`src/rtl/rrd_pkg.sv`:
```
package rrd_pkg;

    localparam int FIELD_W = 16;
    localparam int DATA_W  = 32;
    localparam int ACC_W   = FIELD_W + 2;

    typedef struct packed {
        logic [FIELD_W-1:0] d_m1;
        logic [FIELD_W-1:0] n_m1;
    } ratio_cfg_t;

    typedef enum logic [1:0] {
        SRC_SLOW  = 2'd0,
        SRC_CNT_1 = 2'd1,
        SRC_CNT_2 = 2'd2,
        SRC_CNT_3 = 2'd3
    } ref_src_e;

    typedef struct packed {
        ref_src_e src;
        logic     bypass;
    } ref_cfg_t;

    localparam ratio_cfg_t RATIO_RST = '{d_m1: 16'd15624, n_m1: 16'd1023};
    localparam ref_cfg_t   REF_RST   = '{src: SRC_SLOW, bypass: 1'b0};

    function automatic ratio_cfg_t unpack_ratio(input logic [DATA_W-1:0] w);
        ratio_cfg_t r;
        r.d_m1 = w[31:16];
        r.n_m1 = w[15:0];
        return r;
    endfunction

    function automatic ref_cfg_t unpack_ref(input logic [DATA_W-1:0] w);
        ref_cfg_t r;
        r.src    = ref_src_e'(w[5:4]);
        r.bypass = w[0];
        return r;
    endfunction

endpackage

```
`src/rtl/rrd_cfg_regs.sv`:
```
module rrd_cfg_regs
    import rrd_pkg::*;
(
    input  logic              clk,
    input  logic              rst,
    input  logic              wr_en,
    input  logic              wr_addr,
    input  logic [DATA_W-1:0] wr_data,
    output ratio_cfg_t        ratio,
    output ref_cfg_t          refc
);

    always_ff @(posedge clk) begin
        if (rst) begin
            ratio <= RATIO_RST;
            refc  <= REF_RST;
        end else if (wr_en) begin
            if (wr_addr) refc  <= unpack_ref(wr_data);
            else         ratio <= unpack_ratio(wr_data);
        end
    end

endmodule

```
`src/rtl/rrd_ref_select.sv`:
```
module rrd_ref_select
    import rrd_pkg::*;
#(
    parameter int CNT_W       = 16,
    parameter int BASE_BIT    = 9,
    parameter int SYNC_STAGES = 2
) (
    input  logic             clk,
    input  logic             rst,
    input  ref_cfg_t         refc,
    input  logic             slow_ref,
    input  logic [CNT_W-1:0] sys_count,
    output logic             edge_o
);

    localparam int N_SRC = 4;

    logic [N_SRC-1:0]       cand;
    logic                   sel_ref;
    logic [SYNC_STAGES-1:0] sync_q;
    logic                   prev_q;

    assign cand[0] = slow_ref;
    for (genvar k = 1; k < N_SRC; k++) begin : g_cnt_tap
        assign cand[k] = sys_count[BASE_BIT + k];
    end

    assign sel_ref = cand[refc.src];

    always_ff @(posedge clk) begin
        if (rst) begin
            sync_q <= '0;
            prev_q <= 1'b0;
        end else begin
            sync_q <= {sync_q[SYNC_STAGES-2:0], sel_ref};
            prev_q <= sync_q[SYNC_STAGES-1];
        end
    end

    assign edge_o = sync_q[SYNC_STAGES-1] & ~prev_q;

    // an edge pulse never lasts two cycles
    p_edge_gap_r8: assert property (@(posedge clk) disable iff (rst)
        edge_o |=> !edge_o);

endmodule

```
`src/rtl/rrd_accum.sv`:
```
module rrd_accum
    import rrd_pkg::*;
(
    input  logic       clk,
    input  logic       rst,
    input  logic       clr,
    input  logic       edge_i,
    input  ratio_cfg_t ratio,
    input  logic       bypass,
    output logic       tick
);

    logic [ACC_W-1:0] acc_q;
    logic [ACC_W-1:0] n_step;
    logic [ACC_W-1:0] d_mod;
    logic [ACC_W-1:0] sum;
    logic             wrap;
    logic             full_rate;

    always_comb begin
        n_step    = {2'b00, ratio.n_m1} + ACC_W'(1);
        d_mod     = {2'b00, ratio.d_m1} + ACC_W'(1);
        sum       = acc_q + n_step;
        wrap      = (sum >= d_mod);
        full_rate = (ratio.n_m1 >= ratio.d_m1);
    end

    always_ff @(posedge clk) begin
        if (rst || clr) begin
            acc_q <= '0;
            tick  <= 1'b0;
        end else if (edge_i) begin
            if (bypass || full_rate) begin
                acc_q <= '0;
                tick  <= 1'b1;
            end else if (wrap) begin
                acc_q <= sum - d_mod;
                tick  <= 1'b1;
            end else begin
                acc_q <= sum;
                tick  <= 1'b0;
            end
        end else begin
            tick <= 1'b0;
        end
    end

    // remainder stays below the modulus
    p_acc_bound_r9: assert property (@(posedge clk) disable iff (rst)
        acc_q < d_mod);

    // a register write zeroes the accumulator
    p_clear_r7: assert property (@(posedge clk) disable iff (rst)
        clr |=> (acc_q == '0) && !tick);

    // a tick only follows a detected edge
    p_tick_cause_r8: assert property (@(posedge clk) disable iff (rst)
        tick |-> $past(edge_i));

    // bypass turns every edge into a tick
    p_bypass_r5: assert property (@(posedge clk) disable iff (rst)
        (edge_i && bypass && !clr) |=> tick);

    // ratio at or above one ticks on every edge
    p_full_rate_r3: assert property (@(posedge clk) disable iff (rst)
        (edge_i && !clr && (ratio.n_m1 >= ratio.d_m1)) |=> tick);

endmodule

```
`src/rtl/ref_rate_divider.sv`:
```
module ref_rate_divider
    import rrd_pkg::*;
#(
    parameter int CNT_W       = 16,
    parameter int BASE_BIT    = 9,
    parameter int SYNC_STAGES = 2
) (
    input  logic              clk,
    input  logic              rst,
    input  logic              wr_en,
    input  logic              wr_addr,
    input  logic [DATA_W-1:0] wr_data,
    input  logic              slow_ref,
    input  logic [CNT_W-1:0]  sys_count,
    output logic              tick
);

    ratio_cfg_t ratio;
    ref_cfg_t   refc;
    logic       ref_edge;

    rrd_cfg_regs u_regs (
        .clk     (clk),
        .rst     (rst),
        .wr_en   (wr_en),
        .wr_addr (wr_addr),
        .wr_data (wr_data),
        .ratio   (ratio),
        .refc    (refc)
    );

    rrd_ref_select #(
        .CNT_W       (CNT_W),
        .BASE_BIT    (BASE_BIT),
        .SYNC_STAGES (SYNC_STAGES)
    ) u_sel (
        .clk       (clk),
        .rst       (rst),
        .refc      (refc),
        .slow_ref  (slow_ref),
        .sys_count (sys_count),
        .edge_o    (ref_edge)
    );

    rrd_accum u_acc (
        .clk    (clk),
        .rst    (rst),
        .clr    (wr_en),
        .edge_i (ref_edge),
        .ratio  (ratio),
        .bypass (refc.bypass),
        .tick   (tick)
    );

    // tick is quiet through reset
    p_reset_quiet_r1: assert property (@(posedge clk)
        $past(rst) |-> !tick);

endmodule

```
`config.mk`:
```
export PLATFORM = sky130hd
export DESIGN_NAME = ref_rate_divider
export DESIGN_NICKNAME = d
export VERILOG_FILES = /design/src/rtl/rrd_pkg.sv /design/src/rtl/rrd_cfg_regs.sv /design/src/rtl/rrd_ref_select.sv /design/src/rtl/rrd_accum.sv /design/src/rtl/ref_rate_divider.sv
export SDC_FILE = /design/constraint.sdc
export NUM_CORES = 1
export LEC_CHECK = 0
export BUFFER_PORTS_ARGS = -buffer_cell sky130_fd_sc_hd__buf_2
export CAP_MARGIN = 20
export CORE_MARGIN = 2
export CORE_UTILIZATION = 45
export DETAILED_ROUTE_END_ITERATION = 8
export GPL_ROUTABILITY_DRIVEN = 0
export PLACE_DENSITY = 0.76
export SYNTH_ARGS = -nofsm -noshare
export SYNTH_HDL_FRONTEND = slang
export SYNTH_SLANG_ARGS = --single-unit
```
`constraint.sdc`:
```
create_clock -name clk -period 5.8 [get_ports clk]
set_input_delay 0 -clock clk [delete_from_list [all_inputs] [get_ports clk]]
set_output_delay 0 -clock clk [all_outputs]
set_load 0.02 [all_outputs]
```
==> impl_metrics.ini, run 1 <==
[setup_path]
crit_path_kind = register to register
cp_top_family = simple AND/OR/NAND/NOR gates
cp.arrival_ps = 5570
setup.worst_path.start_class = register
r2r_slack_ps = 470
critical_path.n_buffers_inverters = 1
worstPathMaxFanout = 17
end_kind = register
worst-endpoint-required_ps = 6040
cp_slowest_stage_delay_ps = 520
timing.critical_path.cells = and3_1 > and2_1 > and3_1 > nand2_1 > xnor2_1 > ha_1 > nand3_1 > nor4_1 > nor3_1 > xnor2_1 > ha_1 > nand4_1 > nor2_1 > nand2_1 > a21oi_1 > o31ai_1 > a211oi_1 > or3_1 > buf_4 > mux2i_1 > a22o_1
cpMaxStageDelayCell = nor4_1

[sta]
unrepaired_setup_endpoints_after_global_routing = false
tightestPinTransition_ps = 897
relSlewSlack_pct = 40.2
setup_violations = 0
setup-tns-final_ps = 0
final_period_minus_worst_setup_slack_ps = 5330
report.final.slew_viol_count = 0
period_share_pct = 91.8
hold_slack_ps = 89.3
finalHoldViolations = 0
max_freq_mhz = 188
clock_skew_ps = 6.80

[pwr]
power_per_cell_area_mw_per_mm2 = 230
total_leakage_power_nw = 2.34
finalPower_mw = 1.26
ir_worst_vdd_uv = 214

[synthesis]
postSynthAreaPerCell_um2 = 7.88
netlist-cell-type-count = 58
ffs_latches_synth = 57
synth-main-ff-cell = dfxtp_1
yosysSeqAreaShare_pct = 24.8
post_synthesis_cell_area_mm2 = 0.00461
ys_warn_count = 0
net_count_synth = 694
syn_inst = 585
async_set_or_reset_flop_fraction_in_the_synthesized_netlist_pct = 0
number_of_enable_type_register_cells_in_the_synthesized_netlist = 0

[layout]
final-seq-area_mm2 = 0.00114
most-common-layout-cells = nand2_1 (97), dfxtp_1 (57), ha_1 (53), a21oi_1 (50), xnor2_1 (47)
syn2layout_area_growth_pct = 18.6
final_non_filler_cell_area_mm2 = 0.00546
insertedDiodeCount = 0
drive_above_1_share_pct = 10.9
final_common_cell = nand2_1
multi_input_area_mm2 = 0.00328
final_nets = 762
fillers = 860
post_layout_nonfiller_instances = 791

[routing]
first_iter_violations = 439
via_cell_ratio = 5.52
vias_after_detailed_routing = 4363
detail_route.drc_violations = 0
ant_nets = 0
avgRoutedWirePerCell_um = 14.6
dr.pass1.iters = 5
detail_route.wirelength_um = 11600

[cts]
clock_tree_from_tritoncts = built
cts.reportedPaths.clkPinSlew_ps = 70
cts_buffer_depth = 2
numClockSinks = 57
insertion_delay_ps = 350
cts_htree_levels = 3
cts_root_buffer = clkbuf_8
numCtsBuffers = 9
postCtsSetupBuffers = 0

[placed_design]
place_area_mm2 = 0.00490
dp_hpwl_um = 8730
place_inst = 740
port_buffers = 40

[min_path]
worst_hold_path_type = input port to register

[global_route]
grt_start_max_net_pins = 41
global_route.overflow_total = 0
grt_pass1_vias = 4328
wire_length_of_the_first_global_routing_pass_um = 19600
grt_antenna_before_repair = 0
grt_use_total_pct = 21.5

[floorplanning]
die_width_um = 105
initial_utilization_pct = 46.7
io-pin-count = 54
floorplan.die_area_mm2 = 0.0111
dieHeight_um = 105
num_rows = 36
core_region_area_mm2 = 0.00986

[run]
timing.max_cap.violations = 0

[status]
result_of_the_run = complete, no violations
kinds of logic (layout without fill, tap and decap cells):
kind of cell	Yosys count	in the layout	share of synthesized area [%]
AND/OR/NAND/NOR	216	216	22.1
AO/OA/AOI/OAI	131	131	17.9
XOR/XNOR	58	58	11.0
flip-flops	57	57	24.8
adder cells (fa/ha/maj)	56	56	15.5
buffers and inverters	49	122	4.51
multiplexers	18	18	4.18
cell usage after synthesis, types with 3 or more instances:
| master | count | area [um2] |
|---|---|---|
| a211oi_1 | 3 | 22.5 |
| nand2b_1 | 4 | 25.0 |
| nor2_1 | 27 | 101 |
| nor4_1 | 3 | 18.8 |
| xnor2_1 | 47 | 412 |
| ha_1 | 54 | 676 |
| o21ai_0 | 11 | 55.1 |
| dfxtp_1 | 57 | 1140 |
| and3_1 | 5 | 31.3 |
| nand2_1 | 97 | 364 |
| inv_1 | 27 | 101 |
| a31oi_1 | 3 | 18.8 |
| nand4_1 | 10 | 62.6 |
| nand3b_1 | 9 | 67.6 |
| nor3_1 | 12 | 60.1 |
| o31ai_1 | 5 | 37.5 |
| o21bai_1 | 6 | 45.0 |
| mux2i_1 | 17 | 170 |
| xor2_1 | 11 | 96.3 |
| a21oi_1 | 50 | 250 |
| nand3_1 | 25 | 125 |
| buf_6 | 3 | 33.8 |
| a211o_1 | 7 | 61.3 |
| clkbuf_1 | 15 | 56.3 |
| nor2b_1 | 11 | 68.8 |
| o21ai_1 | 19 | 95.1 |
| a21o_1 | 7 | 52.6 |
what timing repair did:
action / in CTS / in global routing
hold buffers: 34 / 0
setup endpoints to repair: 0 / 17
endpoints found under the hold margin: 35 / 0
gates resized for setup: 0 / 3
layout make-up:
type                            instances  share of cell area [%]
Multi-Input combinational cell        479                    60.1
Clock inverter                          5                    1.01
Sequential cell                        57                    20.9
Inverter                               29                    1.99
Clock buffer                           11                    2.59
Timing Repair Buffer                   77                    10.4
Tap cell                              133                    3.05
power breakdown:
group	leakage [nW]	switching [mW]	internal [mW]
sequential	0.466	0.0197	0.408
clock	0.0953	0.164	0.208
combinational	1.78	0.252	0.205
total	2.34	0.436	0.822
routing by layer:
| metal | track usage [%] | wire length [um] |
|---|---|---|
| met2 | 37.8 | 5660 |
| met3 | 3.62 | 553 |
| met1 | 26.8 | 5140 |
| met4 | 6.38 | 221 |
| met5 | 0 | 0 |
worst reg2reg max path, cell delays in order (launching register included):
cell and delay [ps]:
dfxtp_1 470, and3_1 210, and2_1 180, and3_1 240
nand2_1 90, xnor2_1 190, ha_1 360, nand3_1 110
nor4_1 520, nor3_1 160, xnor2_1 270, ha_1 340
nand4_1 140, nor2_1 70, nand2_1 120, a21oi_1 140
o31ai_1 440, a211oi_1 150, or3_1 410, buf_4 240
mux2i_1 160, a22o_1 200
state kept, by name (all words and copies together) (netlist names):
signal / count
u_sel.sync_q: 2
u_regs.refc: 3
u_acc.tick: 1
u_regs.ratio: 32
u_acc.acc_q: 18
u_sel.prev_q: 1
stage by stage:
| step | setup WS, ps | utilization, % |
|---|---|---|
| 3_3_place_gp | 629 | 49.7 |
| 6_report | 473 | 55.4 |
| 5_1_grt | 64.5 | 55.4 |
| 4_1_cts | 432 | 55.1 |
| 2_1_floorplan | 1380 | - |
| 3_5_place_dp | 470 | 49.7 |
final timing paths:
kind | startpoint | to | depth (start not counted)
max | u_regs.ratio[2] | u_acc.acc_q[0] | 21
min | slow_ref | u_sel.sync_q[0] | 3
max reg2reg | u_regs.ratio[2] | u_acc.acc_q[0] | 21
min reg2reg | u_acc.acc_q[14] | u_acc.acc_q[14] | 2
(Power assumes the default switching activity.)
==> run 2, diff against run 1 <==
- ABC_AREA: default -> 1
- CELL_PAD_IN_SITES_DETAIL_PLACEMENT: default -> 0
- CELL_PAD_IN_SITES_GLOBAL_PLACEMENT: default -> 1
- CORE_UTILIZATION: 45 -> 43
- PLACE_DENSITY: 0.76 -> 0.94
- SETUP_SLACK_MARGIN: default -> 0.15
==> impl_metrics.ini, run 2 <==
[status]
result_of_the_run = complete, no violations

[floorplanning]
floorplan.die_area_mm2 = 0.0132
core_region_area_mm2 = 0.0120
io-pin-count = 54
num_rows = 40
dieHeight_um = 115
initial_utilization_pct = 44.1
die_width_um = 115

[sta]
setup_violations = 0
final_period_minus_worst_setup_slack_ps = 4970
tightestPinTransition_ps = 919
max_freq_mhz = 201
report.final.slew_viol_count = 0
setup-tns-final_ps = 0
period_share_pct = 85.7
finalHoldViolations = 0
clock_skew_ps = 7.85
unrepaired_setup_endpoints_after_global_routing = false
relSlewSlack_pct = 38.6

[synthesis]
ys_warn_count = 0
netlist-cell-type-count = 35
synth-main-ff-cell = dfxtp_1
synth_largest_area_cell = dfxtp_1
post_synthesis_cell_area_mm2 = 0.00530
async_set_or_reset_flop_fraction_in_the_synthesized_netlist_pct = 0
synth_top_area_share_pct = 21.5
ffs_latches_synth = 57
net_count_synth = 918
syn_inst = 809
postSynthAreaPerCell_um2 = 6.55
synth.top_cells.by_area = dfxtp_1 (22%), nand2_1 (15%), ha_1 (13%), inv_1 (7.7%), a21oi_1 (5.4%)
yosysSeqAreaShare_pct = 21.5
synth_most_common_cell = nand2_1
number_of_enable_type_register_cells_in_the_synthesized_netlist = 0
synth_common_cells = nand2_1 (209), inv_1 (108), a21oi_1 (57), dfxtp_1 (57), nor2_1 (57)

[cts]
insertion_delay_ps = 340
numCtsBuffers = 9
numClockSinks = 57
postCtsSetupBuffers = 0
cts_root_buffer = clkbuf_16
cts_buffer_depth = 2
cts_htree_levels = 3
clock_tree_from_tritoncts = built
post_cts.resized_instances = 0
cts_hold_buf = 34
cts.reportedPaths.clkPinSlew_ps = 60

[global_route]
wire_length_of_the_first_global_routing_pass_um = 23400
global_route.overflow_total = 0
busiest_layer = met2
grt_start_max_net_pins = 37
grt_use_total_pct = 22.3
grt.met2_usage_pct = 38.5
globalRouteMet1Util_pct = 28.3
grt_antenna_before_repair = 0
grt.met3_usage_pct = 2.27
grt_pass1_vias = 5216

[layout]
syn2layout_area_growth_pct = 19.2
insertedDiodeCount = 0
drive_above_1_share_pct = 12.9
final_common_cell = nand2_1
number_of_flip_flops_in_the_largest_register = 32
final_nets = 989
top_register = u_regs.ratio
utilization_pct = 52.6
largest_registers = u_regs.ratio (32), u_acc.acc_q (18), u_regs.refc (3)
most-common-layout-cells = nand2_1 (209), inv_1 (108), a21oi_1 (57), dfxtp_1 (57), nor2_1 (56)

[setup_path]
end_kind = register
cpMaxStageDelayCell = dfxtp_1
crit_path_kind = register to register
setup.worst_path.start_class = register
cp.arrival_ps = 5150
worstPathMaxFanout = 19
startpoint_of_the_most_critical_register_to_register_path = u_regs.ratio[2]
cp_slowest_stage_delay_ps = 390
worst-endpoint-required_ps = 5970
startpoint = u_regs.ratio[2]

[min_path]
hp-start = wr_data[22]
worst_hold_path_type = input port to register

[routing]
detail_route.wirelength_um = 14000
ant_nets = 0
detail_route.drc_violations = 0
dr.pass1.iters = 4
via_cell_ratio = 5.13
avgRoutedWirePerCell_um = 13.5
first_iter_violations = 250
vias_after_detailed_routing = 5289

[pwr]
power_per_cell_area_mw_per_mm2 = 266
total_leakage_power_nw = 3.16
ir_worst_vdd_uv = 201
finalPower_mw = 1.68

[run]
timing.max_cap.violations = 0

[placed_design]
port_buffers = 40
dp_hpwl_um = 10800
==> run 2: final timing paths <==
| path | end | slack [ps] | cells past startpoint |
|---|---|---|---|
| worst min register to register | u_sel.sync_q[1] | 410 | 2 |
| worst max-delay path | u_acc.acc_q[13] | 830 | 27 |
| worst max register to register | u_acc.acc_q[13] | 830 | 27 |
| worst min-delay path | u_regs.ratio[22] | 20 | 3 |
==> run 2: metrics by stage <==
step / instances / instance area (um2) / hold WS (ps) / worst slack, ps
finish: 1032 / 6320 / 15.3 / 828
global route: 1032 / 6320 / 44.2 / 302
CTS: 1032 / 6320 / 21.7 / 879
detailed placement: 982 / 5620 / 214 / 935
global placement: 982 / 5620 / 215 / 939
floorplan: 809 / 5300 / 69.1 / 1860
==> run 2: final cells by class <==
cell class,count,area (um2)
Sequential cell,57,1140
Fill cell,1188,5690
Inverter,117,439
Clock buffer,10,239
Multi-Input combinational cell,619,3640
Clock inverter,6,115
Timing Repair Buffer,76,556
Tap cell,147,184
==> run 2: kinds of logic (layout without fill, tap and decap cells) <==
| family | count (synthesis) | count (layout) | synth area share [%] |
|---|---|---|---|
| simple gates | 393 | 393 | 34.4 |
| buf+inv | 133 | 209 | 9.75 |
| compound gates | 126 | 126 | 13.6 |
| flops | 57 | 57 | 21.5 |
| fa+ha+maj | 56 | 56 | 13.5 |
| xor+xnor | 44 | 44 | 7.27 |
==> run 2: power by group <==
group | internal [mW] | switching (mW)
Clock | 0.432 | 0.200
Sequential | 0.412 | 0.0177
Combinational | 0.229 | 0.388
==> run 2: routing by layer <==
metal  up-vias  routed length, um
met1      2361               6620
met5         -                  0
met3        29                611
li1       2800                  -
met2        99               6380
met4         0                366
==> run 2: worst max-delay path: cells and delay by family, from the launching register on <==
family                   cells  cell delay, ps
XOR/XNOR                     1             300
AO/OA/AOI/OAI                5             750
flip-flops                   1             390
adder cells (fa/ha/maj)      2             700
buffers and inverters        2             130
AND/OR/NAND/NOR             17            2530
==> run 3, diff against run 2 <==
- CORE_MARGIN: 2 -> default
==> impl_metrics.ini, run 3 (synthesized netlist as in run 2, its figures left out) <==
[status]
result_of_the_run = complete, no violations

[layout]
final_nets = 990
utilization_pct = 52.0
number_of_flip_flops_in_the_largest_register = 32
syn2layout_area_growth_pct = 17.9
drive_above_1_share_pct = 12.9
top_register = u_regs.ratio
largest_registers = u_regs.ratio (32), u_acc.acc_q (18), u_regs.refc (3)
most-common-layout-cells = nand2_1 (209), inv_1 (108), a21oi_1 (57), dfxtp_1 (57), nor2_1 (56)
final_common_cell = nand2_1
insertedDiodeCount = 0

[sta]
clock_skew_ps = 10.3
report.final.slew_viol_count = 0
max_freq_mhz = 205
period_share_pct = 84.3
unrepaired_setup_endpoints_after_global_routing = false
relSlewSlack_pct = 39.4
setup_violations = 0
finalHoldViolations = 0
final_period_minus_worst_setup_slack_ps = 4890
tightestPinTransition_ps = 903
setup-tns-final_ps = 0

[floorplanning]
num_rows = 40
initial_utilization_pct = 44.1
core_region_area_mm2 = 0.0120
dieHeight_um = 113
io-pin-count = 54
floorplan.die_area_mm2 = 0.0128
die_width_um = 113

[setup_path]
end_kind = register
worst-endpoint-required_ps = 5980
cp_slowest_stage_delay_ps = 380
critical-path-top-cell-by-count = nand2_1
setup.worst_path.start_class = register
crit_path_kind = register to register
cp.arrival_ps = 5060
cpMaxStageDelayCell = dfxtp_1
worstPathMaxFanout = 19

[placed_design]
dp_hpwl_um = 10900
port_buffers = 40

[global_route]
grt_start_max_net_pins = 37
grt_pass1_vias = 5197
global_route.overflow_total = 0
grt_use_total_pct = 23.5
wire_length_of_the_first_global_routing_pass_um = 23600
grt_antenna_before_repair = 0

[pwr]
total_leakage_power_nw = 3.13
ir_worst_vdd_uv = 161
power_per_cell_area_mw_per_mm2 = 244

[routing]
detail_route.wirelength_um = 14000
first_iter_violations = 258
avgRoutedWirePerCell_um = 13.6
vias_after_detailed_routing = 5272
ant_nets = 0
dr.pass1.iters = 5
detail_route.drc_violations = 0
via_cell_ratio = 5.10

[cts]
cts_root_buffer = clkbuf_16
clock_tree_from_tritoncts = built
post_cts.resized_instances = 0
postCtsSetupBuffers = 0
cts.reportedPaths.clkPinSlew_ps = 50
cts_htree_levels = 3
numClockSinks = 57
cts_hold_buf = 35
cts_buffer_depth = 2
numCtsBuffers = 9
insertion_delay_ps = 340

[run]
timing.max_cap.violations = 0

[min_path]
worst_hold_path_type = input port to register
-- run 3: routing by layer --
layer  wire [um]  share of wire, %  up-vias  GRT usage (%)
met5           0                 0        -              0
li1            -                 -     2800              -
met1        6840                49     2368           30.5
met3         394               2.8       17           3.16
met4         234               1.7        0           7.63
met2        6530                47       87           40.1
-- run 3: worst paths after layout --
path | startpoint | end | slack (ps) | depth (start not counted)
worst max-delay path | u_regs.ratio[1] | u_acc.acc_q[14] | 910 | 29
worst min-delay path | wr_en | u_regs.refc[0] | 50 | 3
worst max register to register | u_regs.ratio[1] | u_acc.acc_q[14] | 910 | 29
worst min register to register | u_sel.sync_q[0] | u_sel.sync_q[1] | 410 | 2
-- run 3: through the flow --
stage | setup WS (ps) | power [mW] | cell area (um2) | instances | hold slack, ps
after floorplan | 1860 | 0.901 | 5300 | 809 | 69.1
after detailed placement | 925 | 1.02 | 5620 | 982 | 211
after global placement | 982 | 1.02 | 5620 | 982 | 210
after global routing | 341 | 1.64 | 6250 | 1033 | 81.2
after CTS | 896 | 1.53 | 6250 | 1033 | 48.1
final | 913 | 1.53 | 6250 | 1033 | 53.9
-- run 3: worst max-delay path: cells and delay by family (launching register included) --
| family | cells | cell delay (ps) |
|---|---|---|
| AND/OR/NAND/NOR | 20 | 2790 |
| buffers and inverters | 3 | 170 |
| adder cells (fa/ha/maj) | 3 | 910 |
| AO/OA/AOI/OAI | 2 | 280 |
| flip-flops | 1 | 380 |
| XOR/XNOR | 1 | 180 |
-- run 3: where the power goes --
| part | leakage, nW | total (mW) | internal (mW) | switching (mW) |
|---|---|---|---|---|
| clock network | 0.131 | 0.484 | 0.287 | 0.197 |
| logic | 2.53 | 0.611 | 0.230 | 0.381 |
| registers | 0.467 | 0.430 | 0.412 | 0.0180 |
-- run 3: layout make-up --
class                           count  area (um2)
Timing Repair Buffer               77         566
Clock buffer                        9         225
Clock inverter                      7        47.5
Multi-Input combinational cell    619        3640
Sequential cell                    57        1140
Inverter                          117         439
Tap cell                          147         184
Fill cell                        1196        5770
